[src/rtl/ycc_pkg.sv]
package ycc_pkg;
  localparam int COMP_W    = 8;
  localparam int NUM_CH    = 3;
  localparam int FRAC_BITS = 10;
  localparam int COEF_W    = 12;
  localparam int PIPE_LAT  = 3;
  localparam int PIX_W     = NUM_CH * COMP_W;

  typedef logic [COMP_W-1:0] comp_t;

  typedef struct packed {
    logic vsync;
    logic hsync;
    logic valid;
  } vtag_t;

  // channel 0 = Y, 1 = Cb, 2 = Cr; source 0 = R, 1 = G, 2 = B
  function automatic int coefOf(int ch, int src);
    int k;
    k = 0;
    case (ch)
      0: case (src) 0: k = 306;  1: k = 601;  default: k = 117; endcase
      1: case (src) 0: k = -176; 1: k = -347; default: k = 523; endcase
      default: case (src) 0: k = 523; 1: k = -438; default: k = -85; endcase
    endcase
    return k;
  endfunction

  function automatic int biasOf(int ch);
    return (ch == 0) ? 0 : 128;
  endfunction
endpackage

[src/rtl/ycc_channel.sv]
module ycc_channel
  import ycc_pkg::*;
#(
  parameter int K_R  = 0,
  parameter int K_G  = 0,
  parameter int K_B  = 0,
  parameter int BIAS = 0
) (
  input  logic  clk,
  input  comp_t rIn,
  input  comp_t gIn,
  input  comp_t bIn,
  output comp_t cOut
);
  localparam int PROD_W = COMP_W + COEF_W;
  localparam int SUM_W  = PROD_W + 2;
  localparam int KS [NUM_CH] = '{K_R, K_G, K_B};
  localparam logic signed [SUM_W-1:0] ADD_K =
    SUM_W'((BIAS <<< FRAC_BITS) + (1 <<< (FRAC_BITS - 1)));
  localparam logic signed [SUM_W-1:0] TOP_V = SUM_W'((1 << COMP_W) - 1);

  comp_t srcs [NUM_CH];
  assign srcs[0] = rIn;
  assign srcs[1] = gIn;
  assign srcs[2] = bIn;

  // stage 1: one registered product per source
  for (genvar s = 0; s < NUM_CH; s++) begin : g_mul
    localparam logic signed [PROD_W-1:0] KEXT = PROD_W'(KS[s]);
    logic signed [PROD_W-1:0] srcExt;
    logic signed [PROD_W-1:0] prodQ;
    assign srcExt = signed'(PROD_W'(srcs[s]));
    always_ff @(posedge clk) prodQ <= srcExt * KEXT;
  end

  // stage 2: sum plus offset plus half LSB
  logic signed [SUM_W-1:0] sumQ;
  always_ff @(posedge clk)
    sumQ <= SUM_W'(g_mul[0].prodQ) + SUM_W'(g_mul[1].prodQ)
          + SUM_W'(g_mul[2].prodQ) + ADD_K;

  // stage 3: scale down and saturate
  logic signed [SUM_W-1:0] scaled;
  assign scaled = sumQ >>> FRAC_BITS;

  comp_t outQ;
  always_ff @(posedge clk) begin
    if (scaled < 0)           outQ <= '0;
    else if (scaled > TOP_V)  outQ <= '1;
    else                      outQ <= scaled[COMP_W-1:0];
  end
  assign cOut = outQ;
endmodule

[src/rtl/ycc_datapath.sv]
module ycc_datapath
  import ycc_pkg::*;
(
  input  logic             clk,
  input  logic [PIX_W-1:0] rgbIn,
  output logic [PIX_W-1:0] yccOut
);
  comp_t src [NUM_CH];
  for (genvar s = 0; s < NUM_CH; s++) begin : g_unpack
    assign src[s] = rgbIn[(NUM_CH-1-s)*COMP_W +: COMP_W];
  end

  for (genvar c = 0; c < NUM_CH; c++) begin : g_ch
    comp_t res;
    ycc_channel #(
      .K_R (coefOf(c, 0)),
      .K_G (coefOf(c, 1)),
      .K_B (coefOf(c, 2)),
      .BIAS(biasOf(c))
    ) u_ch (
      .clk (clk),
      .rIn (src[0]),
      .gIn (src[1]),
      .bIn (src[2]),
      .cOut(res)
    );
    assign yccOut[(NUM_CH-1-c)*COMP_W +: COMP_W] = res;
  end
endmodule

[src/rtl/ycc_timing.sv]
module ycc_timing
  import ycc_pkg::*;
#(
  parameter int DEPTH = PIPE_LAT
) (
  input  logic  clk,
  input  logic  rstN,
  input  vtag_t tagIn,
  output vtag_t tagOut
);
  for (genvar i = 0; i < DEPTH; i++) begin : g_stg
    vtag_t tagQ;
    vtag_t tagD;
    if (i == 0) begin : g_first
      assign tagD = tagIn;
    end else begin : g_next
      assign tagD = g_stg[i-1].tagQ;
    end
    always_ff @(posedge clk or negedge rstN) begin
      if (!rstN) tagQ <= '0;
      else       tagQ <= tagD;
    end
  end
  assign tagOut = g_stg[DEPTH-1].tagQ;
endmodule

[src/rtl/rgb2ycc_top.sv]
module rgb2ycc_top
  import ycc_pkg::*;
(
  input  logic        clk,
  input  logic        rstN,
  input  logic        iVsync,
  input  logic        iHsync,
  input  logic        iValid,
  input  logic [23:0] iRgb,
  output logic        oVsync,
  output logic        oHsync,
  output logic        oValid,
  output logic [23:0] oYcc
);
  vtag_t tagIn, tagOut;
  assign tagIn = '{vsync: iVsync, hsync: iHsync, valid: iValid};

  ycc_timing #(.DEPTH(PIPE_LAT)) u_timing (
    .clk   (clk),
    .rstN  (rstN),
    .tagIn (tagIn),
    .tagOut(tagOut)
  );

  ycc_datapath u_dp (
    .clk   (clk),
    .rgbIn (iRgb),
    .yccOut(oYcc)
  );

  assign oVsync = tagOut.vsync;
  assign oHsync = tagOut.hsync;
  assign oValid = tagOut.valid;
endmodule

[config.mk]
export PLATFORM = sky130hd
export DESIGN_NAME = rgb2ycc_top
export DESIGN_NICKNAME = d
export VERILOG_FILES = /design/src/rtl/ycc_pkg.sv /design/src/rtl/ycc_channel.sv /design/src/rtl/ycc_datapath.sv /design/src/rtl/ycc_timing.sv /design/src/rtl/rgb2ycc_top.sv
export SDC_FILE = /design/constraint.sdc
export NUM_CORES = 1
export LEC_CHECK = 0
export CORE_MARGIN = 5
export CORE_UTILIZATION = 35
export CTS_CLUSTER_SIZE = 16
export DETAILED_ROUTE_END_ITERATION = 8
export DONT_BUFFER_PORTS = 1
export SYNTH_ARGS = -nofsm -noshare
export SYNTH_HDL_FRONTEND = slang
export SYNTH_HIERARCHICAL = 1
export SYNTH_SLANG_ARGS = --single-unit
[constraint.sdc]
create_clock -name clk -period 7.4 [get_ports clk]
set_input_delay 1.48 -clock clk [delete_from_list [all_inputs] [get_ports clk]]
set_output_delay 1.48 -clock clk [all_outputs]
set_load 0.1 [all_outputs]
# Word-level counts from Yosys, hierarchy flattened
# Index checks and enable logic that the tools add are counted.
[totals] ff_bits=252 latchBits=0 ram_bits=0 rom_bits=0 inputBits=29 word_cells=51 mem_count=0
[op_classes] addsub=9 multipliers=9 n_div=0 n_lt_le_gt_ge=6 n_eq_ne=0 shifts=0 muxes=3 n_bitwise=0 n_reduce_logical=0
[op_table] operator="$mul A8 B10 Y18 const B" n=3
[op_table] operator="$add A22 B19 Y22 const B" n=2
[op_table] operator="$gt A12 B9 Y1 const B" n=3
[op_table] operator="$lt A12 B1 Y1 const B" n=3
[op_table] operator="$mux W8" n=3
[op_table] operator="$add A22 B11 Y22 const B" n=1
[op_table] operator="$add A20 B17 Y21" n=1
[op_table] operator="$add A20 B19 Y21" n=1
[op_table] operator="$add A18 B19 Y20" n=1
[op_table] operator="$add A19 B15 Y20" n=1
[op_table] operator="$add A19 B19 Y20" n=1
[op_table] operator="$add A17 B18 Y19" n=1
[op_table] operator="$mul A9 B10 Y19 const B" n=1
[op_table] operator="$mul A9 B9 Y18 const B" n=1
[op_table] operator="$mul A9 B8 Y17 const B" n=1
[op_table] operator="$mul A8 B8 Y16 const B" n=1
[op_table] operator="$mul A8 B7 Y15 const B" n=1
[op_table] operator="$mul A9 B5 Y14 const B" n=1

# Longest topological paths before layout
# Gate-level depths: netlist (run 1).
[depth] depth_word=3 depth_mapped=18 ltp_nobuf=18

# Modules after synthesis
# The synthesis (run 1) kept the hierarchy.
[modules_own_cells] module="ycc_channel at u_dp.g_ch[1].u_ch" instances=1 cells_per_inst=669 area_per_inst_um2=6505.0 seq_area_each_um2=1421.4
[modules_own_cells] module="ycc_channel at u_dp.g_ch[2].u_ch" instances=1 cells_per_inst=647 area_per_inst_um2=6498.7 seq_area_each_um2=1461.4
[modules_own_cells] module="ycc_channel at u_dp.g_ch[0].u_ch" instances=1 cells_per_inst=578 area_per_inst_um2=5919.4 seq_area_each_um2=1341.3
[modules_own_cells] module="ycc_timing" instances=1 cells_per_inst=9 area_per_inst_um2=225.2 seq_area_each_um2=225.2

# Least setup slack after synthesis (run 1)
# OpenSTA, ideal clock, no wires.
[synth_path] path_type="input port to flip-flop" start="input port iRgb[12]" end="register u_dp.g_ch[2].u_ch.g_mul[1].prodQ[17]" setup_ns=0.118 arrival_time_ns=5.013 slack_ns=2.268 stages=18 path_cell_list="ha_1 > ha_1 > ha_1 > inv_1 > fa_1 > inv_1 > ha_1 > ha_1 > fa_1 > a21o_1 > a21oi_1 > o21bai_1 > a21oi_1 > o21bai_1 > a21o_1 > a21oi_1 > o21bai_1 > xnor2_1"
[synth_between] elab_chain_cells=1
[synth_lines] element="from (decl)" line_no="rgb2ycc_top.sv:9" rtl="input logic [23:0] iRgb,"
[synth_lines] element="$mul A9 B9 Y18" line_no="ycc_channel.sv:33" rtl="always_ff @(posedge clk) prodQ <= srcExt * KEXT;"
[synth_lines] element="to (signal assigned)" line_no="ycc_channel.sv:33"
[synth_lines] element="to (decl)" line_no="ycc_channel.sv:31" rtl="logic signed [PROD_W-1:0] prodQ;"
# Every way passes these cells.
# A chain may end at the register's enable or synchronous reset.

# Worst setup path after layout (run 1)
# Ends and elaborated chain as after synthesis.

==> impl_metrics.env, run 1 <==
export IMPL_insertedDiodeCount=0
export IMPL_areaGrowthSynthToFinish_pct=8.89
export IMPL_avgViaCountPerCell=4.81
export IMPL_num_rows=85
export IMPL_hold_class="flip-flop to flip-flop"
export IMPL_rr_startpoint="u_dp/g_ch[1].u_ch/g_mul[1].prodQ[4]$_DFF_P_"
export IMPL_port_buffers=0
export IMPL_synth_area_um2=19100
export IMPL_fin_nets=2521
export IMPL_synth_top_family_by_area="adder cells"
export IMPL_critical_path_cell_chain="ha_1, ha_1, ha_1, inv_1, fa_1, inv_1, ha_1, ha_1, fa_1, a21o_1, a21oi_1, o21bai_1, a21oi_1, o21bai_1, a21o_1, a21oi_1, o21bai_1, xnor2_1"
export IMPL_rsz0062_at_grt="false"
export IMPL_min_path_cells=0
export IMPL_overflow=0
export IMPL_reg2reg_to="u_dp/g_ch[1].u_ch/sumQ[20]$_DFF_P_"
export IMPL_grt_max_degree=19
export IMPL_setup_tns_ps=0
export IMPL_worst_pin_slew_ps=972
export IMPL_htreeDepth=1
export IMPL_layout_commonest_cell="ha_1"
export IMPL_syn_area_per_cell_um2=10.1
export IMPL_synthXorXnorAreaFrac_pct=6.17
export IMPL_worstPathRequired_ps=7830
export IMPL_period_needed_ps=4790
export IMPL_grtUsageTotal_pct=13.4
export IMPL_synthSimpleGateAreaFrac_pct=8.96
export IMPL_drc=0
export IMPL_wl_per_cell_um=14.9
export IMPL_fmax_ghz=0.209
export IMPL_clkLatencyLatePin_ps=540
export IMPL_drt_iter0_drc=431
export IMPL_place_hpwl_um=32600
export IMPL_drive_gt1_share_pct=5.32
export IMPL_hold_viol=0
export IMPL_worstSetupStartpointType="primary input"
export IMPL_fp_coreArea_um2=54000
export IMPL_synth_compound_area_share_pct=10.7
export IMPL_grt_pass1_vias=13300
export IMPL_synth_edf_count=0
export IMPL_synth_adder_area_share_pct=43.3
export IMPL_cts_root_buf="clkbuf_16"
export IMPL_cts_sink_count=220
export IMPL_postCtsSetupRepairBufs=0
export IMPL_post_cts_resize_count=0
export IMPL_ys_seq_elements=220
export IMPL_setup_viol=0
export IMPL_cts_path_max_buffers=3
export IMPL_crit_top_cell="ha_1"
export IMPL_ant_nets=0
export IMPL_grt_pass1_wl_um=66300
export IMPL_final_cell_mix="ha_1 (428), inv_1 (350), dfxtp_1 (211), fa_1 (147)"
export IMPL_die_h_um=244
export IMPL_pin_count=56
export IMPL_synth_cells=1903
export IMPL_dieArea_um2=59500
export IMPL_place_congestion=0.820
export IMPL_criticalPathCategory="primary input to flip-flop"
export IMPL_synth_warnings=6
export IMPL_ys_seq_area_share_pct=23.2
export IMPL_hold_start="u_timing/g_stg[0].tagQ[0]$_DFF_PN0_"
export IMPL_path_clk_slew_ps=60
export IMPL_maxSlewHeadroom_pct=35.1
export IMPL_r2r_slack_ps=3790
export IMPL_fillCellCount=5285
export IMPL_ys_types=98
export IMPL_wl_um=39200
export IMPL_initial_utilization_pct=35.4
export IMPL_crit_path_top_delay_cell="fa_1"
export IMPL_synthArstFlopShare_pct=4.09
export IMPL_cts_hold_buf=0
export IMPL_fin_skew_ps=9.31
export IMPL_cp_slowest_stage_delay_ps=530
export IMPL_synth_nets=2507
export IMPL_hold_end="u_timing/g_stg[1].tagQ[0]$_DFF_PN0_"
export IMPL_max_cap_viol_count=0
export IMPL_die_w_um=244
export IMPL_crit_arrival_ps=5230
export IMPL_synth_mux_area_share_pct=0.425
export IMPL_vias=12700
export IMPL_cts_tree="yes"
export IMPL_reg2reg_depth=13
export IMPL_cp_max_fo=14
export IMPL_fin_crit_sh_pct=64.8
export IMPL_cts_buffers=26
export IMPL_antenna_found_initial=0
export IMPL_drv_slew=0
export IMPL_drt_first_pass_iters=7
export IMPL_synthFlopType="dfxtp_1"
export IMPL_status="complete, no violations"
export IMPL_end_kind="flip-flop"
area by class of cell:
| class | count | area, µm² | area share [%] |
|---|---|---|---|
| Inverter | 350 | 1310 | 6.30 |
| Clock inverter | 13 | 148 | 0.708 |
| Multi-Input combinational cell | 1319 | 13300 | 63.9 |
| Tap cell | 696 | 871 | 4.18 |
| Clock buffer | 34 | 752 | 3.61 |
| Sequential cell | 220 | 4450 | 21.3 |
worst max-delay path, delay by kind of cell:
kind | cells | cell delay (ps)
compound gates | 8 | 1250
xor+xnor | 1 | 120
fa+ha+maj | 7 | 2290
buf+inv | 2 | 90
state kept, by name, summed over array words and instances, names as in the netlist:
register and flops:
u_dp/g_ch.u_ch/cOut 24, u_timing/tagOut 3, u_timing/g_stg.tagQ 6, u_dp/g_ch.u_ch/sumQ 34, u_dp/g_ch.u_ch/g_mul.prodQ 153
cell usage after synthesis (3+ instances only):
cell type  count  area [µm²]
or3_1         19         119
nor3_1        19        95.1
o21a_1        11        82.6
o21bai_1      29         218
o21ai_2        4        35.0
nand2b_1       5        31.3
nand3_1       30         150
o2111ai_1      4        35.0
nand3b_1       5        37.5
inv_1        350        1310
a31oi_1        7        43.8
clkbuf_1       9        33.8
o211ai_1      10        75.1
and2_1         8        50.1
or2_2          9        56.3
nand4_1       16         100
o21ai_1        7        35.0
a21boi_0       7        52.6
dfxtp_1      211        4220
o2111a_1       3        33.8
nor3b_1        5        37.5
o31a_1         6        52.6
mux2i_1        7        70.1
a21o_1        31         233
dfrtp_1        9         225
xor2_1        35         307
nor4_1         6        37.5
ha_1         428        5360
and3_1        14        87.6
a211oi_1       7        52.6
o21ai_0       30         150
nand2_1       53         199
fa_1         147        2940
nor2_1        93         349
a21oi_2        4        35.0
nor2b_1       13        81.3
xnor2_1       93         815
nor3_2         4        40.0
a21oi_1       83         415
cells by family (layout without fill, tap and decap cells):
kind of cell / after synthesis / in the layout
xor+xnor: 131 / 131
compound gates: 283 / 283
fa+ha+maj: 575 / 575
mux: 8 / 8
flops: 220 / 220
buf+inv: 364 / 397
simple gates: 322 / 322
routing by layer:
| layer | global-route usage, % | part of all wire [%] | wire length, µm | vias to the layer above |
|---|---|---|---|---|
| met5 | 0 | 0 | 0 | - |
| met4 | 3.53 | 2.7 | 1070 | 0 |
| met3 | 1.96 | 2.8 | 1080 | 56 |
| met2 | 25.1 | 51 | 20200 | 153 |
| met1 | 16.1 | 43 | 16900 | 6045 |
| li1 | - | - | - | 6419 |
how the worst max path moves through the flow:
stage	slack [ps]	to	start	depth (start not counted)
CTS	2620	u_dp/g_ch[2].u_ch/g_mul[1].prodQ[17]$_DFF_P_	iRgb[12]	18
global route	2290	u_dp/g_ch[2].u_ch/g_mul[2].prodQ[16]$_DFF_P_	iRgb[5]	16
detailed placement	2030	u_dp/g_ch[2].u_ch/g_mul[1].prodQ[17]$_DFF_P_	iRgb[12]	18
global placement	2050	u_dp/g_ch[2].u_ch/g_mul[1].prodQ[17]$_DFF_P_	iRgb[12]	18
finish	2610	u_dp/g_ch[2].u_ch/g_mul[1].prodQ[17]$_DFF_P_	iRgb[12]	18
floorplan	2270	u_dp/g_ch[2].u_ch/g_mul[1].prodQ[17]$_DFF_P_	iRgb[12]	18
metrics by stage:
step | util (%) | hold WS [ps] | cell area (µm²) | instances | setup slack (ps)
after floorplan | - | 331 | 19100 | 1903 | 2270
after global routing | 38.6 | 365 | 20900 | 2632 | 2290
after CTS | 38.6 | 343 | 20900 | 2632 | 2620
final | 38.6 | 344 | 20900 | 2632 | 2610
after global placement | 36.9 | 337 | 20000 | 2585 | 2050
after detailed placement | 36.9 | 336 | 20000 | 2585 | 2030
Power of run 1 is not shown: default switching activity piles up to over one toggle a cycle in this logic, so the estimate is an artifact.
==> inputs of run 2 (changes only) <==
clock period = 4.7 ns   (was 7.4 ns; I/O delays follow)
==> run 2 against run 1 <==
  * Hold slack worse by 270 ps
  * Die area stayed put
  * Count of clock-buffer cells in the layout is 2 higher
  * Via count is 0.86% lower
==> impl_metrics.env, run 2 (same netlist as run 1, synthesis figures left out) <==
export IMPL_status="complete, no violations"
export IMPL_htreeDepth=1
export IMPL_worst_pin_slew_ps=975
export IMPL_cts_tree="yes"
export IMPL_grt_pass1_vias=13300
export IMPL_avgViaCountPerCell=4.76
export IMPL_grt_max_degree=19
export IMPL_crit_top_cell="ha_1"
export IMPL_wl_um=39400
export IMPL_grtUsageTotal_pct=13.5
export IMPL_max_cap_viol_count=0
export IMPL_vias=12600
export IMPL_path_clk_slew_ps=70
export IMPL_grt_pass1_wl_um=66700
export IMPL_pin_count=56
export IMPL_insertedDiodeCount=0
export IMPL_drc=0
export IMPL_largest_reg_flops=153
export IMPL_final_cell_mix="ha_1 (428), inv_1 (350), dfxtp_1 (211), fa_1 (147)"
export IMPL_reg2reg_to="u_dp/g_ch[1].u_ch/sumQ[20]$_DFF_P_"
export IMPL_die_w_um=244
export IMPL_die_h_um=244
export IMPL_pre_cts_ws_ps=-32.1
export IMPL_placed_area_um2=20000
export IMPL_post_cts_resize_count=0
export IMPL_num_rows=85
export IMPL_fin_skew_ps=26.4
export IMPL_top_register="u_dp/g_ch.u_ch/g_mul.prodQ"
export IMPL_initial_utilization_pct=35.4
export IMPL_postCtsSetupRepairBufs=0
export IMPL_drt_first_pass_iters=5
export IMPL_rsz0062_at_grt="false"
export IMPL_criticalPathCategory="primary input to flip-flop"
export IMPL_ant_nets=0
export IMPL_overflow=0
export IMPL_setup_viol=0
export IMPL_antenna_found_initial=0
export IMPL_cp_slowest_stage_delay_ps=530
export IMPL_drt_iter0_drc=446
export IMPL_cts_root_buf="clkbuf_16"
export IMPL_cts_path_max_buffers=3
export IMPL_hold_class="primary input to asynchronous set/reset pin"
export IMPL_fmax_ghz=0.239
export IMPL_maxSlewHeadroom_pct=34.9
export IMPL_layout_commonest_cell="ha_1"
export IMPL_critical_path_top_delay_family="adder cells"
export IMPL_clkLatencyLatePin_ps=550
export IMPL_place_congestion=0.842
export IMPL_critical_path_cell_chain="ha_1, ha_1, ha_1, inv_1, fa_1, inv_1, ha_1, ha_1, fa_1, a21o_1, a21oi_1, o21bai_1, a21oi_1, o21bai_1, a21o_1, a21oi_1, o21bai_1, xnor2_1"
export IMPL_cts_hold_buf=0
export IMPL_fin_nets=2526
export IMPL_fin_area_um2=20900
export IMPL_fp_coreArea_um2=54000
export IMPL_end_kind="flip-flop"
export IMPL_worstPathRequired_ps=5140
export IMPL_final_cell_count_no_fill=2637
export IMPL_period_needed_ps=4180
export IMPL_drv_slew=0
export IMPL_drive_gt1_share_pct=5.51
export IMPL_cts_sink_count=220
export IMPL_cts_buffers=26
export IMPL_wl_per_cell_um=14.9
export IMPL_r2r_slack_ps=1130
export IMPL_fin_crit_sh_pct=89.0
export IMPL_critPathBufInv=2
export IMPL_layout_setup_ws_ps=518
export IMPL_crit_path_top_delay_cell="fa_1"
export IMPL_hold_viol=0
export IMPL_dpl_cell_count=2590
export IMPL_reg2reg_depth=13
export IMPL_dieArea_um2=59500
export IMPL_place_hpwl_um=32600
export IMPL_crit_arrival_ps=4620
export IMPL_areaGrowthSynthToFinish_pct=9.06
export IMPL_rr_startpoint="u_dp/g_ch[1].u_ch/g_mul[0].prodQ[4]$_DFF_P_"
export IMPL_port_buffers=0
export IMPL_worstSetupStartpointType="primary input"
export IMPL_cp_max_fo=14
==> run 2: cell types whose count changed in the layout (fill, tap and decap cells not counted), sizes merged <==
cell / change
buf: +5
inv: +1
clkinvlp: -3
clkbuf: +2
==> run 2: routing by layer <==
layer,GRT usage [%],part of all wire [%]
met5,0,0
met4,3.62,2.9
met3,2.13,3.0
met2,25.0,51
met1,16.2,43
==> run 2: area by class of cell <==
| type | count | area, µm² |
|---|---|---|
| inverters | 350 | 1310 |
| repair buffers | 5 | 37.5 |
| clock inverters | 11 | 125 |
| multi-input cells | 1319 | 13300 |
| clock buffers | 36 | 769 |
| fillers | 5304 | 33100 |
| flip-flops and latches | 220 | 4450 |
| well taps | 696 | 871 |
==> run 2: worst max path at each step <==
stage,start,to,slack (ps),cells past startpoint
final,iRgb[12],u_dp/g_ch[2].u_ch/g_mul[1].prodQ[17]$_DFF_P_,520,18
after global routing,iRgb[5],u_dp/g_ch[2].u_ch/g_mul[2].prodQ[16]$_DFF_P_,210,16
after CTS,iRgb[12],u_dp/g_ch[2].u_ch/g_mul[1].prodQ[17]$_DFF_P_,560,18
after detailed placement,iRgb[12],u_dp/g_ch[2].u_ch/g_mul[1].prodQ[17]$_DFF_P_,-30,18
after global placement,iRgb[12],u_dp/g_ch[2].u_ch/g_mul[1].prodQ[17]$_DFF_P_,20,18
after floorplan,iRgb[12],u_dp/g_ch[2].u_ch/g_mul[1].prodQ[17]$_DFF_P_,110,18
==> run 2: per-stage QoR <==
step / utilization (%) / hold WS (ps) / setup TNS, ps
detailed placement: 37.0 / 337 / -32.1
floorplan: - / 331 / 0
global route: 38.7 / 36.0 / 0
finish: 38.7 / 74.7 / 0
global placement: 37.0 / 333 / 0
CTS: 38.7 / 33.3 / 0
Power of run 2 is left out for the same reason.
